<file path="src/rtl/offseq_pkg.sv">
package offseq_pkg;

    typedef enum logic [3:0] {
        ST_RUN,
        ST_E_MEM,
        ST_E_OFF,
        ST_E_WLDO,
        ST_E_CLK,
        ST_IDLE,
        ST_W_START,
        ST_R2_CMD,
        ST_R2_SET,
        ST_R1_CMD,
        ST_R1_SET,
        ST_MEM,
        ST_ANA,
        ST_HANDOFF
    } seq_state_t;

    // Rail identifiers on the command port
    localparam logic RAIL_ID_VDD2 = 1'b0;
    localparam logic RAIL_ID_VDD1 = 1'b1;

    // Level of every supply-control output for one step
    typedef struct packed {
        logic mem;
        logic off;
        logic wldo;
        logic clk;
        logic ana;
        logic m2n;
        logic m1n;
    } pwr_out_t;

    function automatic logic in_entry(seq_state_t s);
        return (s == ST_E_MEM) || (s == ST_E_OFF) ||
               (s == ST_E_WLDO) || (s == ST_E_CLK);
    endfunction

endpackage

</file>
<file path="src/rtl/offseq_timer.sv">
module offseq_timer #(
    parameter int CNT_W = 16
) (
    input  logic             clk,
    input  logic             rst,
    input  logic             load,
    input  logic [CNT_W-1:0] load_val,
    output logic             done
);
    logic [CNT_W-1:0] cnt_q;

    always_ff @(posedge clk) begin
        if (rst) begin
            cnt_q <= '0;
        end else if (load) begin
            cnt_q <= load_val;
        end else if (cnt_q != '0) begin
            cnt_q <= cnt_q - 1'b1;
        end
    end

    assign done = (cnt_q == '0);
endmodule

</file>
<file path="src/rtl/offseq_wake_latch.sv">
module offseq_wake_latch (
    input  logic clk,
    input  logic rst,
    input  logic set,
    input  logic clr,
    output logic pend
);
    always_ff @(posedge clk) begin
        if (rst) begin
            pend <= 1'b0;
        end else if (clr) begin
            pend <= 1'b0;
        end else if (set) begin
            pend <= 1'b1;
        end
    end
endmodule

</file>
<file path="src/rtl/offseq_outdec.sv">
module offseq_outdec
    import offseq_pkg::*;
(
    input  seq_state_t st,
    output pwr_out_t   pwr
);
    always_comb begin
        pwr.mem  = !(st inside {ST_E_MEM, ST_E_OFF, ST_E_WLDO, ST_E_CLK, ST_IDLE,
                                ST_W_START, ST_R2_CMD, ST_R2_SET, ST_R1_CMD, ST_R1_SET});
        pwr.off  = st inside {ST_E_OFF, ST_E_WLDO, ST_E_CLK, ST_IDLE};
        pwr.wldo = !(st inside {ST_E_WLDO, ST_E_CLK, ST_IDLE});
        pwr.clk  = !(st inside {ST_E_CLK, ST_IDLE});
        pwr.ana  = !(st inside {ST_E_OFF, ST_E_WLDO, ST_E_CLK, ST_IDLE, ST_W_START,
                                ST_R2_CMD, ST_R2_SET, ST_R1_CMD, ST_R1_SET, ST_MEM});
        pwr.m2n  = !(st inside {ST_E_OFF, ST_E_WLDO, ST_E_CLK, ST_IDLE, ST_W_START});
        pwr.m1n  = !(st inside {ST_E_OFF, ST_E_WLDO, ST_E_CLK, ST_IDLE, ST_W_START,
                                ST_R2_CMD, ST_R2_SET});
    end
endmodule

</file>
<file path="src/rtl/offseq_top.sv">
module offseq_top
    import offseq_pkg::*;
#(
    parameter int CNT_W      = 16,
    parameter int VOLT_W     = 8,
    parameter int ANA_SETTLE = 4
) (
    input  logic              clk,
    input  logic              rst,
    input  logic              enter_req,
    input  logic              wake_evt,
    input  logic              legacy_sel,
    input  logic [VOLT_W-1:0] rail2_on_volt,
    input  logic [VOLT_W-1:0] rail1_on_volt,
    input  logic [CNT_W-1:0]  osc_wait,
    input  logic [CNT_W-1:0]  ldo_wait,
    input  logic [CNT_W-1:0]  rail2_setup,
    input  logic [CNT_W-1:0]  rail1_setup,
    input  logic              cmd_ready,
    output logic              mem_ldo_en,
    output logic              off_mode,
    output logic              wldo_full,
    output logic              clk_req,
    output logic              osc_en,
    output logic              analog_en,
    output logic              rail2_mode_n,
    output logic              rail1_mode_n,
    output logic              cmd_valid,
    output logic              cmd_rail,
    output logic [VOLT_W-1:0] cmd_volt,
    output logic              handoff
);
    localparam logic [CNT_W-1:0] ANA_CNT = CNT_W'(ANA_SETTLE);

    seq_state_t       st_q, st_d;
    logic             t_load, t_done, pend, accept;
    logic [CNT_W-1:0] t_val, start_wait;
    pwr_out_t         pwr;

    assign start_wait = (osc_wait > ldo_wait) ? osc_wait : ldo_wait;
    assign accept     = legacy_sel || cmd_ready;

    always_comb begin
        st_d   = st_q;
        t_load = 1'b0;
        t_val  = '0;
        unique case (st_q)
            ST_RUN:     if (enter_req) st_d = ST_E_MEM;
            ST_E_MEM:   st_d = ST_E_OFF;
            ST_E_OFF:   st_d = ST_E_WLDO;
            ST_E_WLDO:  st_d = ST_E_CLK;
            ST_E_CLK:   st_d = ST_IDLE;
            ST_IDLE: begin
                if (pend || wake_evt) begin
                    st_d   = ST_W_START;
                    t_load = 1'b1;
                    t_val  = start_wait;
                end
            end
            ST_W_START: if (t_done) st_d = ST_R2_CMD;
            ST_R2_CMD: begin
                if (accept) begin
                    st_d   = ST_R2_SET;
                    t_load = 1'b1;
                    t_val  = rail2_setup;
                end
            end
            ST_R2_SET:  if (t_done) st_d = ST_R1_CMD;
            ST_R1_CMD: begin
                if (accept) begin
                    st_d   = ST_R1_SET;
                    t_load = 1'b1;
                    t_val  = rail1_setup;
                end
            end
            ST_R1_SET:  if (t_done) st_d = ST_MEM;
            ST_MEM: begin
                st_d   = ST_ANA;
                t_load = 1'b1;
                t_val  = ANA_CNT;
            end
            ST_ANA:     if (t_done) st_d = ST_HANDOFF;
            ST_HANDOFF: st_d = ST_RUN;
            default:    st_d = ST_RUN;
        endcase
    end

    always_ff @(posedge clk) begin
        if (rst) st_q <= ST_RUN;
        else     st_q <= st_d;
    end

    offseq_timer #(.CNT_W(CNT_W)) u_timer (
        .clk(clk), .rst(rst), .load(t_load), .load_val(t_val), .done(t_done)
    );

    offseq_wake_latch u_wake (
        .clk(clk), .rst(rst),
        .set(wake_evt && in_entry(st_q)),
        .clr(st_q == ST_IDLE),
        .pend(pend)
    );

    offseq_outdec u_dec (.st(st_q), .pwr(pwr));

    assign mem_ldo_en   = pwr.mem;
    assign off_mode     = pwr.off;
    assign wldo_full    = pwr.wldo;
    assign clk_req      = pwr.clk;
    assign osc_en       = pwr.clk;
    assign analog_en    = pwr.ana;
    assign rail2_mode_n = pwr.m2n;
    assign rail1_mode_n = pwr.m1n;

    assign cmd_valid = !legacy_sel && ((st_q == ST_R2_CMD) || (st_q == ST_R1_CMD));
    assign cmd_rail  = (st_q == ST_R1_CMD) ? RAIL_ID_VDD1 : RAIL_ID_VDD2;
    assign cmd_volt  = (st_q == ST_R1_CMD) ? rail1_on_volt : rail2_on_volt;
    assign handoff   = (st_q == ST_HANDOFF);
endmodule

</file>
<file path="config.mk">
export PLATFORM = sky130hd
export DESIGN_NAME = offseq_top
export DESIGN_NICKNAME = d
export VERILOG_FILES = /design/src/rtl/offseq_pkg.sv /design/src/rtl/offseq_timer.sv /design/src/rtl/offseq_wake_latch.sv /design/src/rtl/offseq_outdec.sv /design/src/rtl/offseq_top.sv
export SDC_FILE = /design/constraint.sdc
export NUM_CORES = 1
export LEC_CHECK = 0
export CORE_AREA = 2 2 78 80
export CTS_BUF_LIST = sky130_fd_sc_hd__clkbuf_8
export CTS_CLUSTER_DIAMETER = 40
export CTS_CLUSTER_SIZE = 30
export DETAILED_ROUTE_END_ITERATION = 8
export DIE_AREA = 0 0 80 82
export DONT_BUFFER_PORTS = 1
export GPL_TIMING_DRIVEN = 0
export PLACE_DENSITY = 0.51
export SETUP_SLACK_MARGIN = 0.02
export SLEW_MARGIN = 5
export SYNTH_ARGS = -nofsm -noshare
export SYNTH_HDL_FRONTEND = slang
export SYNTH_SLANG_ARGS = --single-unit
</file>
<file path="constraint.sdc">
create_clock -name clk -period 5.1 [get_ports clk]
set_input_delay 0.255 -clock clk [delete_from_list [all_inputs] [get_ports clk]]
set_output_delay 0.255 -clock clk [all_outputs]
set_load 0.03 [all_outputs]
</file>
==> summary.md, run 1 <==
| Metric | Value |
|---|---|
| WHS Path Cells | `1` |
| Die W | `80 um` |
| DR pass1 iterations | `5` |
| Antenna Nets Post-Route | `0` |
| Outcome | `completed` |
| Largest area contributor in the netlist | `dfxtp_1` |
| Overflow after GRT | `0` |
| # rows | `28` |
| Max-capacitance violation count | `0` |
| First-pass GRT wire length | `approximately 10 mm` |
| Die area | `~6600 sq um` |
| Via count | `around 2.2k` |
| Fin. Hold Viols | `0` |
| Most frequent cell after synthesis | `nor2_1` |
| Syn_nets | `roughly 380` |
| Async set-reset flop share out of synthesis | `0%` |
| Seq/Total Area, Yosys | `between 10% and 20%` |
| Post-CTS sizing | `0` |
| Number of synthesized register bits | `21` |
| Final Skew | `between 0.007 and 0.008 ns` |
| Clock Sinks | `21` |
| DRC | `0` |
| CP max FO | `9` |
| Yosys top cell area share | `about a fifth` |
| Hold Path Sink | `u_timer.cnt_q[2]$_SDFFE_PP0P_` |
| Cell Area, Placed | `around 2300 sq um` |
| Syn Std Cell Area | `about 2200 sq um` |
| YS warnings | `0` |
| Largest net degree at the start of global routing | `12` |
| VDD IR-drop max | `0.0001389 V` |
| Main synth FF type | `dfxtp_1` |
| Measured slew at the worst slew-check pin | `around 1.2 ns` |
| RSZ-0062 raised after global routing | `false` |
| Crit start category | `flop` |
| Die Y | `82 um` |
| Area Growth Syn to Fin | `6.318%` |
| PwrDens | `between 400 and 500 nW/um^2` |
| Power Total | `around 0.98 mW` |
| Static Leak | `~0.94 nW` |
| Type of the worst setup path | `reg2reg` |
| Fraction of layout cells with a size suffix above 1 | `9.123%` |
| Vias per std cell | `approximately 6.1` |
| Reg2Reg Depth | `8` |
| Io pins | `roughly 110` |
| HP Class | `in2reg` |
| # hold bufs at CTS | `0` |
| Syn Area/Cell | `roughly 8 sq um` |
| Number of global-route vias before repair | `~2.1k` |
| H-tree depth | `1` |
| Fin Hold WS | `around 0.12 ns` |
| Finished Cell Area | `2337 sq um` |
| Fin. max-slew vios | `0` |
| Cell variety after synth | `55` |
| Tcrit/Tclk final | `a little over half` |
| Worst-Skew Late Latency | `0.26 ns` |
| Layout net count | `roughly 390` |
| Core Area | `between 5000 and 6000 sq um` |
| Reg-to-Reg Start | `u_timer.cnt_q[0]$_SDFFE_PP0P_` |
| DRC marker count from the first detailed-route iteration | `between 100 and 150` |
| Fmax | `367.2 MHz` |
| # setup viols final | `0` |
| CTS tree | `yes` |
| Fillers | `between 600 and 700` |
| Crit path DAT | `between 2 and 3 ns` |
| Worst setup EP type | `flop` |
| Root buffer cell | `clkbuf_8` |
| Slew HR | `between 20% and 30%` |
| Crit path time final | `2.724 ns` |
| GRT Util Overall | `between 10% and 20%` |
| Mapped Cells | `roughly 280` |
| Worst-path clk slew | `~0.08 ns` |
| Post-CTS Repair Setup Buffers | `0` |
| Num CTS Buffers | `3` |
| Post-DP HPWL | `roughly 5.5 mm` |
| Worst hold start | `osc_wait[2]` |
| Post-synth top cells | `nor2_1, dfxtp_1, inv_1` |
| Wire per inst | `approximately 19 um` |
| Area contributors post-synth | `dfxtp_1, ha_1, a221o_1` |
| Worst Path Required | `between 5 and 6 ns` |
| Gpl congestion | `between 0.7 and 0.8` |
| Reg2reg end | `u_timer.cnt_q[13]$_SDFFE_PP0P_` |
| Starting Density | `a little under two fifths` |
| Post-synth EDFFs | `0` |
| Number of port buffers | `0` |
| R2R setup slack | `around 2.4 ns` |
| Longest Clk Path Bufs | `2` |
| Initial antenna violation count | `0` |
| N_diodes | `0` |
| Routed WL | `between 6 and 7 mm` |
| Sum Neg Setup Slack | `0 ns` |
-- critical path, stage by stage (launching register included) --
cell and delay, ns:
dfxtp_1 0.39, inv_1 0.09, ha_1 0.27, nor4b_1 0.17
nand4_1 0.21, nor3b_1 0.96, o21ai_0 0.22, a21oi_1 0.23
a221o_1 0.13
-- registers in the layout, indices dropped and copies added, names as in the netlist --
register / count
u_timer.cnt_q: 16
st_q: 4
u_wake.pend: 1
-- worst max path at each step --
stage | cells after the start | from | slack (ns) | endpoint
2_1_floorplan | 10 | ldo_wait[13] | 2.76 | u_timer.cnt_q[9]$_SDFFE_PP0P_
4_1_cts | 8 | u_timer.cnt_q[0]$_SDFFE_PP0P_ | 2.41 | u_timer.cnt_q[13]$_SDFFE_PP0P_
5_1_grt | 8 | u_timer.cnt_q[0]$_SDFFE_PP0P_ | 2.17 | u_timer.cnt_q[13]$_SDFFE_PP0P_
6_report | 8 | u_timer.cnt_q[0]$_SDFFE_PP0P_ | 2.38 | u_timer.cnt_q[13]$_SDFFE_PP0P_
3_3_place_gp | 8 | u_timer.cnt_q[0]$_SDFFE_PP0P_ | 2.44 | u_timer.cnt_q[13]$_SDFFE_PP0P_
3_5_place_dp | 8 | u_timer.cnt_q[0]$_SDFFE_PP0P_ | 2.45 | u_timer.cnt_q[13]$_SDFFE_PP0P_
-- area by class of cell --
class	instances	area (sq um)	area share, %
clock buffer	3	41.29	1.767
sequential	21	420.4	17.99
multi-input combinational	222	1609	68.84
inverter	21	78.83	3.373
tap	75	93.84	4.015
buffer	17	90.09	3.854
clock inverter	1	3.754	0.1606
-- layer usage --
layer / GRT usage (%) / vias up / wire length [um]
met5: 0 / - / 0
met4: 7.627 / 0 / 179
li1: - / 1078 / -
met2: 35.67 / 117 / 3287
met1: 22.74 / 974 / 2588
met3: 4.066 / 14 / 636
-- per-stage QoR --
step | setup WS [ns] | util, % | std cells
6_report | 2.376 | 40.68 | 360
5_1_grt | 2.170 | 40.68 | 360
4_1_cts | 2.413 | 40.68 | 360
3_5_place_dp | 2.453 | 39.90 | 356
3_3_place_gp | 2.440 | 39.90 | 356
2_1_floorplan | 2.765 | - | 281
-- report_power, final --
group          switching (mW)  total, mW  internal [mW]
sequential             0.0551      0.270          0.214
clock                  0.0545      0.108         0.0537
combinational           0.333      0.599          0.266
total                   0.443      0.977          0.534
-- cells by family after synthesis --
kind of cell / after synthesis / synth area share [%]
buf+inv: 38 / 7.683
mux: 11 / 5.578
xor+xnor: 13 / 5.179
flops: 21 / 19.12
fa+ha+maj: 18 / 10.13
simple gates: 101 / 24.99
compound gates: 79 / 27.32
-- placed cells by master (no fill, tap or decap), types with 4 or more instances in the layout --
cell / count
nor2_1: 28
inv_1: 21
dfxtp_1: 21
ha_1: 17
nand2_1: 15
o21ai_0: 14
a221o_1: 14
a21oi_1: 12
nor3_1: 11
mux2_2: 10
a222oi_1: 9
clkbuf_1: 8
nand3_1: 8
xnor2_1: 7
nand4_1: 6
xor2_1: 6
or3_1: 4
nor2b_1: 4
nor4_1: 4
a22oi_1: 4
No activity file was read; power rests on OpenSTA's default activity.
==> inputs of run 2 (changes only) <==
ABC_AREA = 1   (was unset)
CORE_AREA = 2 2 80 82   (was 2 2 78 80)
DIE_AREA = 0 0 82 84   (was 0 0 80 82)
clock period = 2.8 ns   (was 5.1 ns; I/O delays follow)
==> run 2 against run 1 <==
Final cell count increased by 29%. Via count increased by 14%. Global-route usage increased by 1.2 points. Die area increased by 5.0%. Wire length increased by 2.6%. Clock power increased by 85%. Area after synthesis increased by 5.9%. Non-clock buffer count decreased by 5. First-iteration DRC count increased by 9.5%. Critical endpoint is now rail1_mode_n.
==> summary.md, run 2 <==
| Metric | Value |
|---|---|
| Syn Area/Cell | `6.112 sq um` |
| HP Class | `in2reg` |
| Largest net degree at the start of global routing | `12` |
| Post-synth EDFFs | `0` |
| VDD IR-drop max | `~0.00035 V` |
| Most common cell after layout, fill and taps aside | `nand2_1` |
| Routed WL | `between 6 and 7 mm` |
| Antenna Nets Post-Route | `0` |
| WHS Path Cells | `3` |
| Cell variety after synth | `40` |
| Register share of total power | `between 20 and 25%` |
| Worst Path Required | `about 2.7 ns` |
| Number of global-route vias before repair | `about 2.3k` |
| DRC marker count from the first detailed-route iteration | `approximately 130` |
| Comb pwr share | `68.6%` |
| Die Y | `around 84 um` |
| Crit path DAT | `2.32 ns` |
| Fin. max-slew vios | `0` |
| CP max FO | `7` |
| H-tree depth | `1` |
| Longest Clk Path Bufs | `2` |
| Syn_nets | `484` |
| Commonest cells after routing, fill and taps aside | `nand2_1, inv_1, a21oi_1` |
| Largest area contributor in the netlist | `dfxtp_1` |
| Sw frac | `55.84%` |
| Largest register FFs | `16` |
| Yosys top cell area share | `a little under a fifth` |
| Number of port buffers | `0` |
| Post-DP HPWL | `5.533 mm` |
| Number of synthesized register bits | `21` |
| # setup viols final | `0` |
| Seq/Total Area, Yosys | `18.05%` |
| # rows | `29` |
| Root buffer cell | `clkbuf_8` |
| Crit-path slowest cell | `a2111oi_4` |
| Static Leak | `approximately 1.2 nW` |
| Area Growth Syn to Fin | `7.308%` |
| R2R setup slack | `about 0.83 ns` |
| RSZ-0062 raised after global routing | `false` |
| DR pass1 iterations | `4` |
| Measured slew at the worst slew-check pin | `a little over 0.8 ns` |
| Reg-to-Reg Start | `u_timer.cnt_q[0]$_SDFFE_PP0P_` |
| Slew HR | `a little under half` |
| CTS tree | `yes` |
| Final Skew | `0.003754 ns` |
| Setup ws final | `about 0.34 ns` |
| Top flop regs | `u_timer.cnt_q x16, st_q x4, u_wake.pend x1` |
| Wire per inst | `between 10 and 15 um` |
| Fin. Hold Viols | `0` |
| Clock Sinks | `21` |
| Hold Path Sink | `u_timer.cnt_q[12]$_SDFFE_PP0P_` |
| Async set-reset flop share out of synthesis | `0%` |
| PwrDens | `roughly 930 nW/um^2` |
| Worst setup EP type | `primary output` |
| Post-CTS Repair Setup Buffers | `0` |
| Core Area | `6096 sq um` |
| Max-capacitance violation count | `0` |
| Worst-Skew Late Latency | `0.26 ns` |
| Reg2Reg Depth | `13` |
| YS warnings | `0` |
| DRC | `0` |
| Internal | `around 1.0 mW` |
| Starting Density | `38.20%` |
| Worst hold start | `rst` |
| Crit path time final | `roughly 2.5 ns` |
| Fmax | `about 400 MHz` |
| Tcrit/Tclk final | `between 80% and 90%` |
| Psw | `roughly 1.3 mW` |
| Most flop-heavy register | `u_timer.cnt_q` |
| Worst-path clk slew | `about 0.080 ns` |
| Fraction of layout cells with a size suffix above 1 | `a little under an eighth` |
| Crit start category | `flop` |
| Initial antenna violation count | `0` |
| Final std cells w/o fill | `roughly 460` |
| Main synth FF type | `dfxtp_1` |
| Most frequent cell after synthesis | `nand2_1` |
| Post-synth top cells | `nand2_1, inv_1, a21oi_1` |
| Cells after DPL | `about 460` |
| Die area | `6888 sq um` |
| N_diodes | `0` |
| Overflow after GRT | `0` |
| GRT Util Overall | `roughly a fifth` |
| Syn Std Cell Area | `about 2300 sq um` |
| Type of the worst setup path | `reg2out` |
| Gpl congestion | `about 0.84` |
| Mapped Cells | `between 300 and 400` |
| First-pass GRT wire length | `about 11 mm` |
| Post-place setup slack | `slightly above 0.4 ns` |
| Layout net count | `between 400 and 500` |
| Die W | `approximately 82 um` |
| Num CTS Buffers | `3` |
| Delay of the slowest critical-path stage | `roughly 0.54 ns` |
| Area contributors post-synth | `dfxtp_1, nand2_1, ha_1` |
| Vias per std cell | `approximately 5.4` |
| Clock power share | `8.6%` |
| Via count | `between 2k and 2.5k` |
| Reg2reg end | `u_timer.cnt_q[11]$_SDFFE_PP0P_` |
| Outcome | `completed` |
| Io pins | `105` |
| CP cell instances | `nor2_1 -> a22oi_1 -> nand2_1 -> inv_1 -> o21ai_1 -> a2111oi_4` |
[run 2: power groups by stage]
| stage | Sequential (mW) | Combinational, mW | Clock [mW] |
|---|---|---|---|
| 2_1_floorplan | 0.504 | 1.31 | 0 |
| 3_3_place_gp | 0.532 | 1.55 | 0 |
| 3_5_place_dp | 0.530 | 1.55 | 0 |
| 4_1_cts | 0.525 | 1.57 | 0.211 |
| 5_1_grt | 0.547 | 1.78 | 0.221 |
| 6_report | 0.526 | 1.59 | 0.200 |
[run 2: worst max-delay path, delay by kind of cell (launching register included)]
| kind | cells | cell delay, ns |
|---|---|---|
| compound gates | 3 | 1.14 |
| flops | 1 | 0.47 |
| buf+inv | 1 | 0.24 |
| simple gates | 2 | 0.22 |
[run 2: timing repair]
item	4_1_cts	5_1_grt
setup endpoints to repair	0	1
hold buffers	1	0
hold endpoints to repair	4	0
resized for setup	0	1
[run 2: how the worst max path moves through the flow]
stage / start / slack [ns] / endpoint / depth (start not counted)
after floorplan: st_q[2]$_SDFFE_PP0P_ / 0.14 / rail1_mode_n / 6
after global placement: st_q[2]$_SDFFE_PP0P_ / -0.03 / rail1_mode_n / 6
after detailed placement: st_q[2]$_SDFFE_PP0P_ / 0.41 / rail1_mode_n / 6
after CTS: st_q[2]$_SDFFE_PP0P_ / 0.11 / rail1_mode_n / 6
after global routing: st_q[2]$_SDFFE_PP0P_ / 0.13 / rail1_mode_n / 6
final: st_q[2]$_SDFFE_PP0P_ / 0.34 / rail1_mode_n / 6
[run 2: cell families (layout without fill, tap and decap cells)]
logic type	after synthesis	count (layout)	synth area share (%)
xor+xnor	3	3	1.129
compound gates	95	95	24.77
flops	21	21	18.05
fa+ha+maj	17	17	9.135
simple gates	177	177	35.20
buf+inv	68	73	11.71
[run 2: routing by layer]
layer | vias to the layer above | GRT usage, % | routed length [um]
met3 | 8 | 3.030 | 470
li1 | 1291 | - | -
met1 | 1101 | 30.22 | 3144
met2 | 78 | 32.00 | 3162
met4 | 0 | 5.909 | 86
met5 | - | 0 | 0
[run 2: cell type report]
| class | count | area [sq um] |
|---|---|---|
| buffer | 11 | 55.05 |
| clock inverter | 1 | 3.754 |
| sequential | 21 | 420.4 |
| tap | 77 | 96.34 |
| clock buffer | 3 | 41.29 |
| timing repair buffer | 1 | 10.01 |
| multi-input combinational | 292 | 1654 |
| fill | 698 | 3597 |
| inverter | 57 | 217.7 |
[run 2: stage by stage]
step,instance area (sq um),utilization (%),setup TNS (ns),total power [mW],hold WS [ns]
6_report,2499,40.99,0,2.313,0.06697
3_5_place_dp,2431,39.88,0,2.083,0.2048
4_1_cts,2486,40.78,0,2.301,0.05753
5_1_grt,2499,40.99,0,2.552,0.06274
2_1_floorplan,2330,-,0,1.818,0.2024
3_3_place_gp,2426,39.80,-0.02552,2.079,0.2056
==> inputs of run 3 (changes only) <==
CTS_BUF_LIST = sky130_fd_sc_hd__clkbuf_4 sky130_fd_sc_hd__clkbuf_8   (was sky130_fd_sc_hd__clkbuf_8)
==> run 3 against run 2 <==
Via count decreased by 0.12%. Global-route usage shrank 0.20 points. Clock skew is 0.0026 ns higher. Final cell count stayed put. Die area stayed put. Register-to-register slack hardly changed. Combinational power about the same. Critical path depth stayed put. Flip-flop and latch count is the same. Sequential power barely moved. Wire length shrank 0.26%. Worst hold slack improved by 0.0018 ns. Critical path type unchanged. Critical endpoint unchanged.
==> summary.md, run 3 (synthesis results as in run 2) <==
| Metric | Value |
|---|---|
| Type of the worst setup path | `reg2out` |
| Area Growth Syn to Fin | `7.469%` |
| Worst-path clk slew | `~0.08 ns` |
| Fillers | `between 600 and 700` |
| Final std cells w/o fill | `about 460` |
| Post-place setup slack | `around 0.41 ns` |
| Gpl congestion | `around 0.84` |
| Most flop-heavy register | `u_timer.cnt_q` |
| # rows | `29` |
| DRC | `0` |
| DR pass1 iterations | `4` |
| Crit start category | `flop` |
| Number of port buffers | `0` |
| Initial antenna violation count | `0` |
| Largest net degree at the start of global routing | `12` |
| Most common cell after layout, fill and taps aside | `nand2_1` |
| Fmax | `between 400 and 500 MHz` |
| Top flop regs | `u_timer.cnt_q x16, st_q x4, u_wake.pend x1` |
| Fraction of layout cells with a size suffix above 1 | `between 10% and 20%` |
| Number of global-route vias before repair | `approximately 2.3k` |
| Worst Path Required | `roughly 2.7 ns` |
| Crit path to | `rail1_mode_n` |
| Io pins | `105` |
| Clock Sinks | `21` |
| Setup ws final | `~0.34 ns` |
| Cell Area, Placed | `between 2000 and 2500 sq um` |
| Die Y | `roughly 84 um` |
| Reg-to-Reg Start | `u_timer.cnt_q[0]$_SDFFE_PP0P_` |
| Fin. max-slew vios | `0` |
| Fin Hold WS | `slightly below 0.07 ns` |
| Num CTS Buffers | `3` |
| Crit path time final | `about 2.5 ns` |
| Longest Clk Path Bufs | `2` |
| DRC marker count from the first detailed-route iteration | `approximately 130` |
| Root buffer cell | `clkbuf_8` |
| Outcome | `completed` |
| Finished Cell Area | `between 2000 and 3000 sq um` |
| Largest register FFs | `16` |
| Post-CTS Repair Setup Buffers | `0` |
| First-pass GRT wire length | `~11 mm` |
| GRT Util Overall | `between 20% and 30%` |
| RSZ-0062 raised after global routing | `false` |
| Vias per std cell | `between 5 and 6` |
| VDD IR-drop max | `approximately 0.00034 V` |
| Measured slew at the worst slew-check pin | `between 0.8 and 0.9 ns` |
| Overflow after GRT | `0` |
| Routed WL | `6.846 mm` |
| Fin. Hold Viols | `0` |
| Utilization after layout | `about two fifths` |
| Sum Neg Setup Slack | `0 ns` |
| Reg2Reg Depth | `13` |
| CTS tree | `yes` |
| PwrDens | `a little over 900 nW/um^2` |
| Power Total | `between 2 and 2.5 mW` |
| Cells after DPL | `458` |
| Die area | `between 6000 and 7000 sq um` |
| Static Leak | `around 1.2 nW` |
| Final Skew | `roughly 0.0063 ns` |
| Via count | `around 2.5k` |
| R2R setup slack | `between 0.8 and 0.9 ns` |
| Worst setup EP type | `primary output` |
| Core Area | `6096 sq um` |
| Layout net count | `just under 500` |
| Antenna Nets Post-Route | `0` |
| Worst-Skew Late Latency | `around 0.26 ns` |
| # setup viols final | `0` |
| Commonest cells after routing, fill and taps aside | `nand2_1, inv_1, a21oi_1` |
| Wire per inst | `between 10 and 15 um` |
| Die W | `about 82 um` |
| N_diodes | `0` |
| H-tree depth | `1` |
| Post-DP HPWL | `~5.5 mm` |
| Reg2reg end | `u_timer.cnt_q[11]$_SDFFE_PP0P_` |
| CP max FO | `7` |
| CP Launch Point | `st_q[2]$_SDFFE_PP0P_` |
| Max-capacitance violation count | `0` |
| WHS Path Cells | `3` |
| Slew HR | `around 46%` |
| Tcrit/Tclk final | `between 80% and 90%` |
| Crit path DAT | `~2.3 ns` |
| Starting Density | `38.20%` |
| HP Class | `in2reg` |
## run 3: changes by cell type in the layout (fill, tap and decap cells not counted)
cell,before,now
clkbuf_4,0,1
inv_1,50,49
## run 3: cell type report
| type | count | area (sq um) | share of cell area, % |
|---|---|---|---|
| multi-input combinational | 292 | 1654 | 66.10 |
| sequential | 21 | 420.4 | 16.80 |
| inverter | 57 | 217.7 | 8.700 |
| tap | 77 | 96.34 | 3.850 |
| buffer | 11 | 55.05 | 2.200 |
| clock buffer | 4 | 48.80 | 1.950 |
| timing repair buffer | 1 | 10.01 | 0.4000 |
## run 3: timing repair
item                                    CTS  global route
resized for setup                         0             1
hold buffers                              1             0
endpoints found under the setup margin    0             1
hold endpoints to repair                  4             0
## run 3: worst min-delay path by stage
stage | end | slack (ns) | from
floorplan | st_q[3]$_SDFFE_PP0P_ | 0.20 | rst
global placement | st_q[3]$_SDFFE_PP0P_ | 0.21 | rst
detailed placement | st_q[3]$_SDFFE_PP0P_ | 0.20 | rst
CTS | u_timer.cnt_q[9]$_SDFFE_PP0P_ | 0.06 | rst
global route | u_timer.cnt_q[4]$_SDFFE_PP0P_ | 0.06 | rst
finish | u_timer.cnt_q[9]$_SDFFE_PP0P_ | 0.07 | rst
## run 3: routing by layer
layer / vias up / global-route usage [%] / share of wire, %
li1: 1289 / - / -
met3: 9 / 3.030 / 5.5
met4: 0 / 4.545 / 1.1
met2: 75 / 32.00 / 46
met5: - / 0 / 0
met1: 1102 / 30.22 / 47
## run 3: critical path, stage by stage, from the launching register on
cell and delay [ns]:
dfxtp_1 0.47, nor2_1 0.12, a22oi_1 0.24, nand2_1 0.10
inv_1 0.24, o21ai_1 0.36, a2111oi_4 0.54
## run 3: power breakdown
part	internal, mW	switching, mW	total (mW)
clock	0.111	0.100	0.211
combinational	0.504	1.08	1.59
sequential	0.420	0.106	0.525
